<file path="src/rtl/qrw_pkg.sv">
package qrw_pkg;

    typedef enum logic [1:0] {
        ST_IDLE     = 2'd0,
        ST_ONE_WORD = 2'd1,
        ST_VALUE    = 2'd2,
        ST_STAMP    = 2'd3
    } qrw_state_e;

    // command word field positions
    localparam int MODE_LSB   = 0;
    localparam int MODE_W     = 2;
    localparam int UNIT_LSB   = 12;
    localparam int UNIT_W     = 4;
    localparam int SEL_LSB    = 16;
    localparam int SEL_W      = 5;
    localparam int SHORT_BIT  = 28;

    localparam logic [MODE_W-1:0] MODE_WRITE_A = 2'd0;
    localparam logic [MODE_W-1:0] MODE_WRITE_B = 2'd1;
    localparam logic [SEL_W-1:0]  SEL_ZERO     = 5'd0;

    localparam int DATA_W = 64;

    typedef struct packed {
        logic unit_ok;
        logic sel_ok;
        logic mode_ok;
        logic short_fmt;
    } qrw_decode_t;

endpackage

</file>
<file path="src/rtl/qrw_tick_counter.sv">
module qrw_tick_counter #(
    parameter int TS_W = 64
) (
    input  logic            clk,
    input  logic            rst_n,
    output logic [TS_W-1:0] tick
);

    logic run_q;

    always_ff @(posedge clk) begin
        if (!rst_n) begin
            tick  <= '0;
            run_q <= 1'b0;
        end else begin
            tick  <= tick + TS_W'(1);
            run_q <= 1'b1;
        end
    end

    // the counter advances by one each cycle, wrapping modulo 2^TS_W
    p_tick_step_r8: assert property (@(posedge clk) disable iff (!rst_n)
        run_q |-> tick == $past(tick) + TS_W'(1));

endmodule

</file>
<file path="src/rtl/qrw_field_decode.sv">
module qrw_field_decode
    import qrw_pkg::*;
#(
    parameter logic [UNIT_W-1:0] CROP_UNIT = 4'hF
) (
    input  logic [31:0]  word,
    output qrw_decode_t  dec
);

    logic [MODE_W-1:0] mode_f;
    logic [UNIT_W-1:0] unit_f;
    logic [SEL_W-1:0]  sel_f;

    always_comb begin
        mode_f        = word[MODE_LSB +: MODE_W];
        unit_f        = word[UNIT_LSB +: UNIT_W];
        sel_f         = word[SEL_LSB +: SEL_W];
        dec.unit_ok   = (unit_f == CROP_UNIT);
        dec.sel_ok    = (sel_f == SEL_ZERO);
        dec.mode_ok   = (mode_f == MODE_WRITE_A) || (mode_f == MODE_WRITE_B);
        dec.short_fmt = word[SHORT_BIT];
    end

endmodule

</file>
<file path="src/rtl/qrw_beat_fsm.sv">
module qrw_beat_fsm
    import qrw_pkg::*;
(
    input  logic       clk,
    input  logic       rst_n,
    input  logic       start_short,
    input  logic       start_long,
    input  logic       beat_ready,
    output qrw_state_e state_q,
    output logic       busy,
    output logic       beat_valid
);

    qrw_state_e state_d;

    // state register
    always_ff @(posedge clk) begin
        if (!rst_n) state_q <= ST_IDLE;
        else        state_q <= state_d;
    end

    // next state
    always_comb begin
        state_d = state_q;
        unique case (state_q)
            ST_IDLE: begin
                if (start_short)     state_d = ST_ONE_WORD;
                else if (start_long) state_d = ST_VALUE;
            end
            ST_ONE_WORD: if (beat_ready) state_d = ST_IDLE;
            ST_VALUE:    if (beat_ready) state_d = ST_STAMP;
            ST_STAMP:    if (beat_ready) state_d = ST_IDLE;
            default:     state_d = ST_IDLE;
        endcase
    end

    // outputs
    always_comb begin
        busy       = 1'b1;
        beat_valid = 1'b1;
        unique case (state_q)
            ST_IDLE: begin
                busy       = 1'b0;
                beat_valid = 1'b0;
            end
            ST_ONE_WORD, ST_VALUE, ST_STAMP: begin
                busy       = 1'b1;
                beat_valid = 1'b1;
            end
            default: begin
                busy       = 1'b0;
                beat_valid = 1'b0;
            end
        endcase
    end

    // a short report ends after its only beat
    p_short_single_beat_r6: assert property (@(posedge clk) disable iff (!rst_n)
        (state_q == ST_ONE_WORD && beat_ready) |=> !beat_valid);

endmodule

</file>
<file path="src/rtl/qrw_report_writer.sv">
module qrw_report_writer
    import qrw_pkg::*;
#(
    parameter int                ADDR_W    = 48,
    parameter int                SEQ_W     = 32,
    parameter int                TS_W      = 64,
    parameter logic [UNIT_W-1:0] CROP_UNIT = 4'hF
) (
    input  logic              clk,
    input  logic              rst_n,
    input  logic              get_wr,
    input  logic [31:0]       get_word,
    input  logic [ADDR_W-1:0] query_addr,
    input  logic [SEQ_W-1:0]  query_seq,
    output logic              busy,
    output logic              err,
    output logic              mem_valid,
    input  logic              mem_ready,
    output logic [ADDR_W-1:0] mem_addr,
    output logic [DATA_W-1:0] mem_data,
    output logic [3:0]        mem_bytes
);

    localparam logic [ADDR_W-1:0] STAMP_OFS  = ADDR_W'(8);
    localparam logic [3:0]        BYTES_WORD = 4'd4;
    localparam logic [3:0]        BYTES_LONG = 4'd8;

    qrw_decode_t       dec;
    qrw_state_e        state_q;
    logic [TS_W-1:0]   tick;
    logic              accept;
    logic              cmd_ok;
    logic              start_short;
    logic              start_long;
    logic [ADDR_W-1:0] lat_addr;
    logic [SEQ_W-1:0]  lat_seq;
    logic [TS_W-1:0]   lat_stamp;
    logic              err_q;

    qrw_tick_counter #(.TS_W(TS_W)) u_tick (
        .clk   (clk),
        .rst_n (rst_n),
        .tick  (tick)
    );

    qrw_field_decode #(.CROP_UNIT(CROP_UNIT)) u_dec (
        .word (get_word),
        .dec  (dec)
    );

    assign accept      = get_wr && !busy;
    assign cmd_ok      = dec.unit_ok && dec.sel_ok && dec.mode_ok;
    assign start_short = accept && cmd_ok && dec.short_fmt;
    assign start_long  = accept && cmd_ok && !dec.short_fmt;

    qrw_beat_fsm u_fsm (
        .clk         (clk),
        .rst_n       (rst_n),
        .start_short (start_short),
        .start_long  (start_long),
        .beat_ready  (mem_ready),
        .state_q     (state_q),
        .busy        (busy),
        .beat_valid  (mem_valid)
    );

    // capture of report operands at acceptance
    always_ff @(posedge clk) begin
        if (!rst_n) begin
            lat_addr  <= '0;
            lat_seq   <= '0;
            lat_stamp <= '0;
            err_q     <= 1'b0;
        end else begin
            err_q <= accept && !cmd_ok;
            if (accept && cmd_ok) begin
                lat_addr  <= query_addr;
                lat_seq   <= query_seq;
                lat_stamp <= tick;
            end
        end
    end

    assign err = err_q;

    // beat contents per state
    always_comb begin
        mem_addr  = lat_addr;
        mem_data  = '0;
        mem_bytes = BYTES_LONG;
        unique case (state_q)
            ST_IDLE: begin
                mem_addr  = lat_addr;
                mem_data  = '0;
                mem_bytes = BYTES_LONG;
            end
            ST_ONE_WORD: begin
                mem_data  = DATA_W'(lat_seq[SEQ_W-1:0]);
                mem_bytes = BYTES_WORD;
            end
            ST_VALUE: begin
                mem_data  = DATA_W'(lat_seq);
                mem_bytes = BYTES_LONG;
            end
            ST_STAMP: begin
                mem_addr  = lat_addr + STAMP_OFS;
                mem_data  = DATA_W'(lat_stamp);
                mem_bytes = BYTES_LONG;
            end
            default: begin
                mem_addr  = lat_addr;
                mem_data  = '0;
                mem_bytes = BYTES_LONG;
            end
        endcase
    end

    // an unsupported command produces no beat
    p_err_no_write_r5: assert property (@(posedge clk) disable iff (!rst_n)
        err |-> !mem_valid);

    // a stalled beat keeps all of its fields
    p_stall_stable_r9: assert property (@(posedge clk) disable iff (!rst_n)
        (mem_valid && !mem_ready) |=> (mem_valid && $stable(mem_addr)
            && $stable(mem_data) && $stable(mem_bytes)));

    // the timestamp beat follows the value beat, eight bytes higher
    p_stamp_follows_r7: assert property (@(posedge clk) disable iff (!rst_n)
        (mem_valid && mem_ready && state_q == ST_VALUE) |=>
            (mem_valid && mem_addr == $past(mem_addr) + STAMP_OFS));

    // no beat fields change because of a command seen while busy
    p_busy_ignores_r2: assert property (@(posedge clk) disable iff (!rst_n)
        (busy && get_wr && !mem_ready) |=> $stable(mem_data));

endmodule

</file>
<file path="config.mk">
export PLATFORM = sky130hd
export DESIGN_NAME = qrw_report_writer
export DESIGN_NICKNAME = d
export VERILOG_FILES = /design/src/rtl/qrw_pkg.sv /design/src/rtl/qrw_tick_counter.sv /design/src/rtl/qrw_field_decode.sv /design/src/rtl/qrw_beat_fsm.sv /design/src/rtl/qrw_report_writer.sv
export SDC_FILE = /design/constraint.sdc
export NUM_CORES = 1
export LEC_CHECK = 0
export BUFFER_PORTS_ARGS = -buffer_cell sky130_fd_sc_hd__buf_2
export CAP_MARGIN = 20
export CORE_UTILIZATION = 50
export DETAILED_ROUTE_END_ITERATION = 7
export GPL_TIMING_DRIVEN = 0
export PLACE_DENSITY = 0.75
export SYNTH_ARGS = -nofsm -noshare
export SYNTH_HDL_FRONTEND = slang
export SYNTH_SLANG_ARGS = --single-unit
</file>
<file path="constraint.sdc">
create_clock -name clk -period 2.5 [get_ports clk]
set_input_delay 0 -clock clk [delete_from_list [all_inputs] [get_ports clk]]
set_output_delay 0 -clock clk [all_outputs]
set_load 0.05 [all_outputs]
</file>
==> qor.csv <==
stage,metric,value,unit
worst_setup_path,slowest CP cell,dfxtp_1,
drt,DRC viols,0,
cts,latest clock arrival within the worst-skew pair,0.50,ns
sta,Max-slew headroom,0.4284,
worst_setup_path,CP dominant cell by count,buf_4,
floorplanning,FP Rows,50,
sta,endpoints failing setup,8,
grt,pin count of the biggest net entering global routing,15,
drt,Vias,10470,
floorplanning,Die Y,140.6,um
synthesis,sequential area share after synthesis,0.4397,
power,Internal,0.005495,W
cts,root buffer cell,clkbuf_16,
sta,Fin. Hold Viols,0,
power,P_leak,5.033,nW
final_layout,fin nets,1701,
floorplanning,die width,140.6,um
synthesis,fraction of registers with async set/reset,0,
power,sw frac,0.2501,
grt,vias in the first global route,9530,
cts,H-tree levels,1,
power,power share of the clock group,0.437,
final_layout,filler cell count,1418,
worst_setup_path,Worst setup SP type,register,
synthesis,Ys Warns,0,
cts,Clock Sinks,211,
synthesis,Post-synth EDFFs,0,
final_layout,final core utilization,0.6873,
power,P_sw,0.001833,W
worst_setup_path,Critical Path AT,2.63,ns
hold_path,Hold Path Class,in -> reg,
sta,final worst path period share,1.051,
grt,gr ovfl total,0,
drt,DR vias/cell,5.731,
floorplanning,Ports,235,
power,total power,0.007328,W
worst_setup_path,Crit Path Max Fanout,6,
floorplanning,Core ar.,18770,um^2
synthesis,dominant synthesized flop cell,dfxtp_1,
power,PwrDens,568.1,nW/um^2
worst_setup_path,CP max stage delay,0.41,ns
floorplanning,Die ar.,19770,um^2
sta,unrepaired setup endpoints after global routing,yes,
cts,CTS tree,done,
status,failing checks,setup timing,
synthesis,Cells after Synth,1245,
sta,"Worst Setup Slack, final",-0.1285,ns
worst_setup_path,crit end category,primary output,
final_layout,Layout Area Growth over Synthesis,34.27,%
power,Flop pwr share,0.465,
worst_setup_path,crit-path leading delay family,buffers and inverters,
grt,antenna violations before repair,1,
sta,f_max,380.4,MHz
grt,gr usage total,0.3007,
synthesis,flip-flop and latch count after synthesis,211,
power,worst-case vdd ir drop,438.6,uV
worst_setup_path,CP bufs+invs,4,
cts,"CTS clk-pin slew, worst paths",0.06,ns
sta,Max Slew Vio Count,0,
place,placed wire-length estimate,20.16,mm
sta,min Tclk post-route,2.629,ns
worst_setup_path,critical path required time,2.50,ns
place,IO buf count,210,
final_layout,Seq. cell area,4248,um^2
sta,worst slew pin tran,0.8575,ns
drt,drt total wl,33.00,mm
grt,first-pass GRT wire length,48.08,mm
synthesis,Cell variety after synth,49,
drt,DR iter-0 viols,905,
sta,Worst Clk Skew,0.007834,ns
drt,Avg WL per Cell,18.06,um
synthesis,mean area per synthesized cell,7.716,um^2
floorplanning,initial core utilization,0.5119,
place,placer congestion estimate,0.9147,
power,Comb pwr share,0.098,
drt,first-pass iteration count of the detailed router,6,
flow_run,Max-Cap Viols,0,
drt,Final ANT Viol Nets,0,
worst_setup_path,Crit Path Class,reg -> out,
status,status,"complete, but fails checks",
cts,CTS buffer count,22,
cts,Max Root-Sink Buffers,3,
synthesis,synthesized area,9607,um^2
final_layout,area of the multi-input gates,5185,um^2
worst_setup_path,crit-path cells,and4_1 > nand4_1 > buf_4 > nor4_4 > buf_4 > buf_4 > xor2_1 > buf_2,
final_layout,share of layout cells above drive strength 1,0.2217,
## routing by layer
layer	wire (um)	up-vias	global-route usage
met2	15560	592	0.5169
li1	-	4899	-
met5	0	-	0
met4	1642	0	0.1562
met3	2863	143	0.04212
met1	12940	4837	0.3669
## tightest hold or removal path, cell delays in order
cell and delay (ns):
clkbuf_1 0.36, nand2_1 0.17, mux2i_1 0.06
## synthesized netlist by cell type, drive strengths merged (2+ instances only)
| library cell | count | area [um^2] |
|---|---|---|
| nand3 | 41 | 215.2 |
| xor2 | 26 | 227.7 |
| clkbuf | 57 | 214.0 |
| buf | 22 | 111.4 |
| inv | 16 | 60.06 |
| nand2b | 2 | 12.51 |
| ha | 7 | 87.58 |
| a22oi | 33 | 247.7 |
| and3 | 14 | 88.84 |
| nor4 | 14 | 136.4 |
| nor3 | 5 | 41.29 |
| and2 | 39 | 244.0 |
| or3 | 29 | 187.7 |
| or2 | 5 | 31.29 |
| nor2 | 81 | 306.6 |
| nand2 | 327 | 1227 |
| or4 | 5 | 37.54 |
| xnor2 | 44 | 385.4 |
| dfxtp | 211 | 4224 |
| and4 | 7 | 61.31 |
| o31ai | 5 | 37.54 |
| a21oi | 179 | 895.9 |
| nand4 | 38 | 305.3 |
| o21ai | 28 | 140.1 |
## cell usage in the layout (no fill, tap or decap), types with 3 or more instances in the layout
master and count:
a21oi_1 179, a22oi_1 33, and2_1 38, and3_1 11, and4_1 5, buf_1 4, buf_2 202, buf_4 28
buf_6 5, clkbuf_1 49, clkbuf_16 23, clkbuf_2 17, clkbuf_8 3, clkinv_2 6, dfxtp_1 196, dfxtp_2 13
dlygate4sd3_1 86, ha_1 5, inv_1 16, nand2_1 325, nand3_1 37, nand3_2 3, nand4_1 30, nand4_2 5
nand4_4 3, nor2_1 76, nor2_2 3, nor4_1 7, nor4_4 5, o21ai_0 28, o31ai_1 5, or3_1 27
or4_1 5, xnor2_1 37, xnor2_2 7, xor2_1 26
## sequential cells by signal (all words and copies together) (netlist names)
name,cells
lat_addr,48
u_tick.tick,64
lat_stamp,64
err,1
lat_seq,32
u_fsm.state_q,2
## cells by family after synthesis
| group | Yosys count | synth area share |
|---|---|---|
| fa+ha+maj | 7 | 0.009117 |
| mux | 2 | 0.002214 |
| simple gates | 609 | 0.3028 |
| buf+inv | 96 | 0.04051 |
| xor+xnor | 70 | 0.06382 |
| compound gates | 249 | 0.1414 |
| other cells | 1 | 0.0003904 |
| flops | 211 | 0.4397 |
## layout make-up
class                           instances  share of cell area
Buffer                                 77             0.02677
Multi-Input combinational cell        939              0.4020
Clock buffer                           30             0.04899
Timing Repair Buffer                  310              0.1599
Tap cell                              234             0.02270
Sequential cell                       211              0.3293
Clock inverter                          8            0.005238
Antenna cell                            1           0.0001940
Inverter                               17            0.004947
## power by group through the flow
stage          Clock (W)  Combinational (W)  Sequential, W
6_report         0.00320           0.000721        0.00341
3_3_place_gp           0           0.000570        0.00347
2_1_floorplan          0           0.000335        0.00348
5_1_grt          0.00337           0.000760        0.00340
3_5_place_dp           0           0.000573        0.00347
4_1_cts          0.00322           0.000690        0.00340
## metrics by stage
stage	setup TNS [ns]	cell area, um^2	std cells	hold slack [ns]	setup WS [ns]
floorplan	0	9641	1246	0.1360	0.01308
global placement	-18.65	10980	1690	0.2418	-0.4002
detailed placement	-20.83	10980	1690	0.2478	-0.3600
CTS	0	12750	1823	0.1343	0.01582
global route	-1.981	12900	1827	0.1627	-0.1955
finish	-0.4345	12900	1827	0.1614	-0.1285
## worst paths after layout
| path | slack [ns] | startpoint | depth (start not counted) | to |
|---|---|---|---|---|
| max | -0.13 | lat_addr[20]$_SDFFE_PN0N_ | 8 | mem_addr[39] |
| min | 0.16 | rst_n | 3 | u_tick.tick[47]$_SDFF_PN0_ |
| max reg2reg | 0.08 | u_fsm.state_q[0]$_SDFFE_PN0P_ | 9 | lat_addr[46]$_SDFFE_PN0N_ |
| min reg2reg | 0.45 | lat_stamp[60]$_SDFFE_PN0N_ | 2 | lat_stamp[60]$_SDFFE_PN0N_ |
## what timing repair did
item / 4_1_cts / 5_1_grt
hold buffers: 86 / 0
pin swaps: 7 / 10
endpoints found under the setup margin: 130 / 98
buffers inserted: 11 / 3
hold endpoints to repair: 83 / 0
resized for setup: 40 / 53
Power figures use the tool's default switching activity.
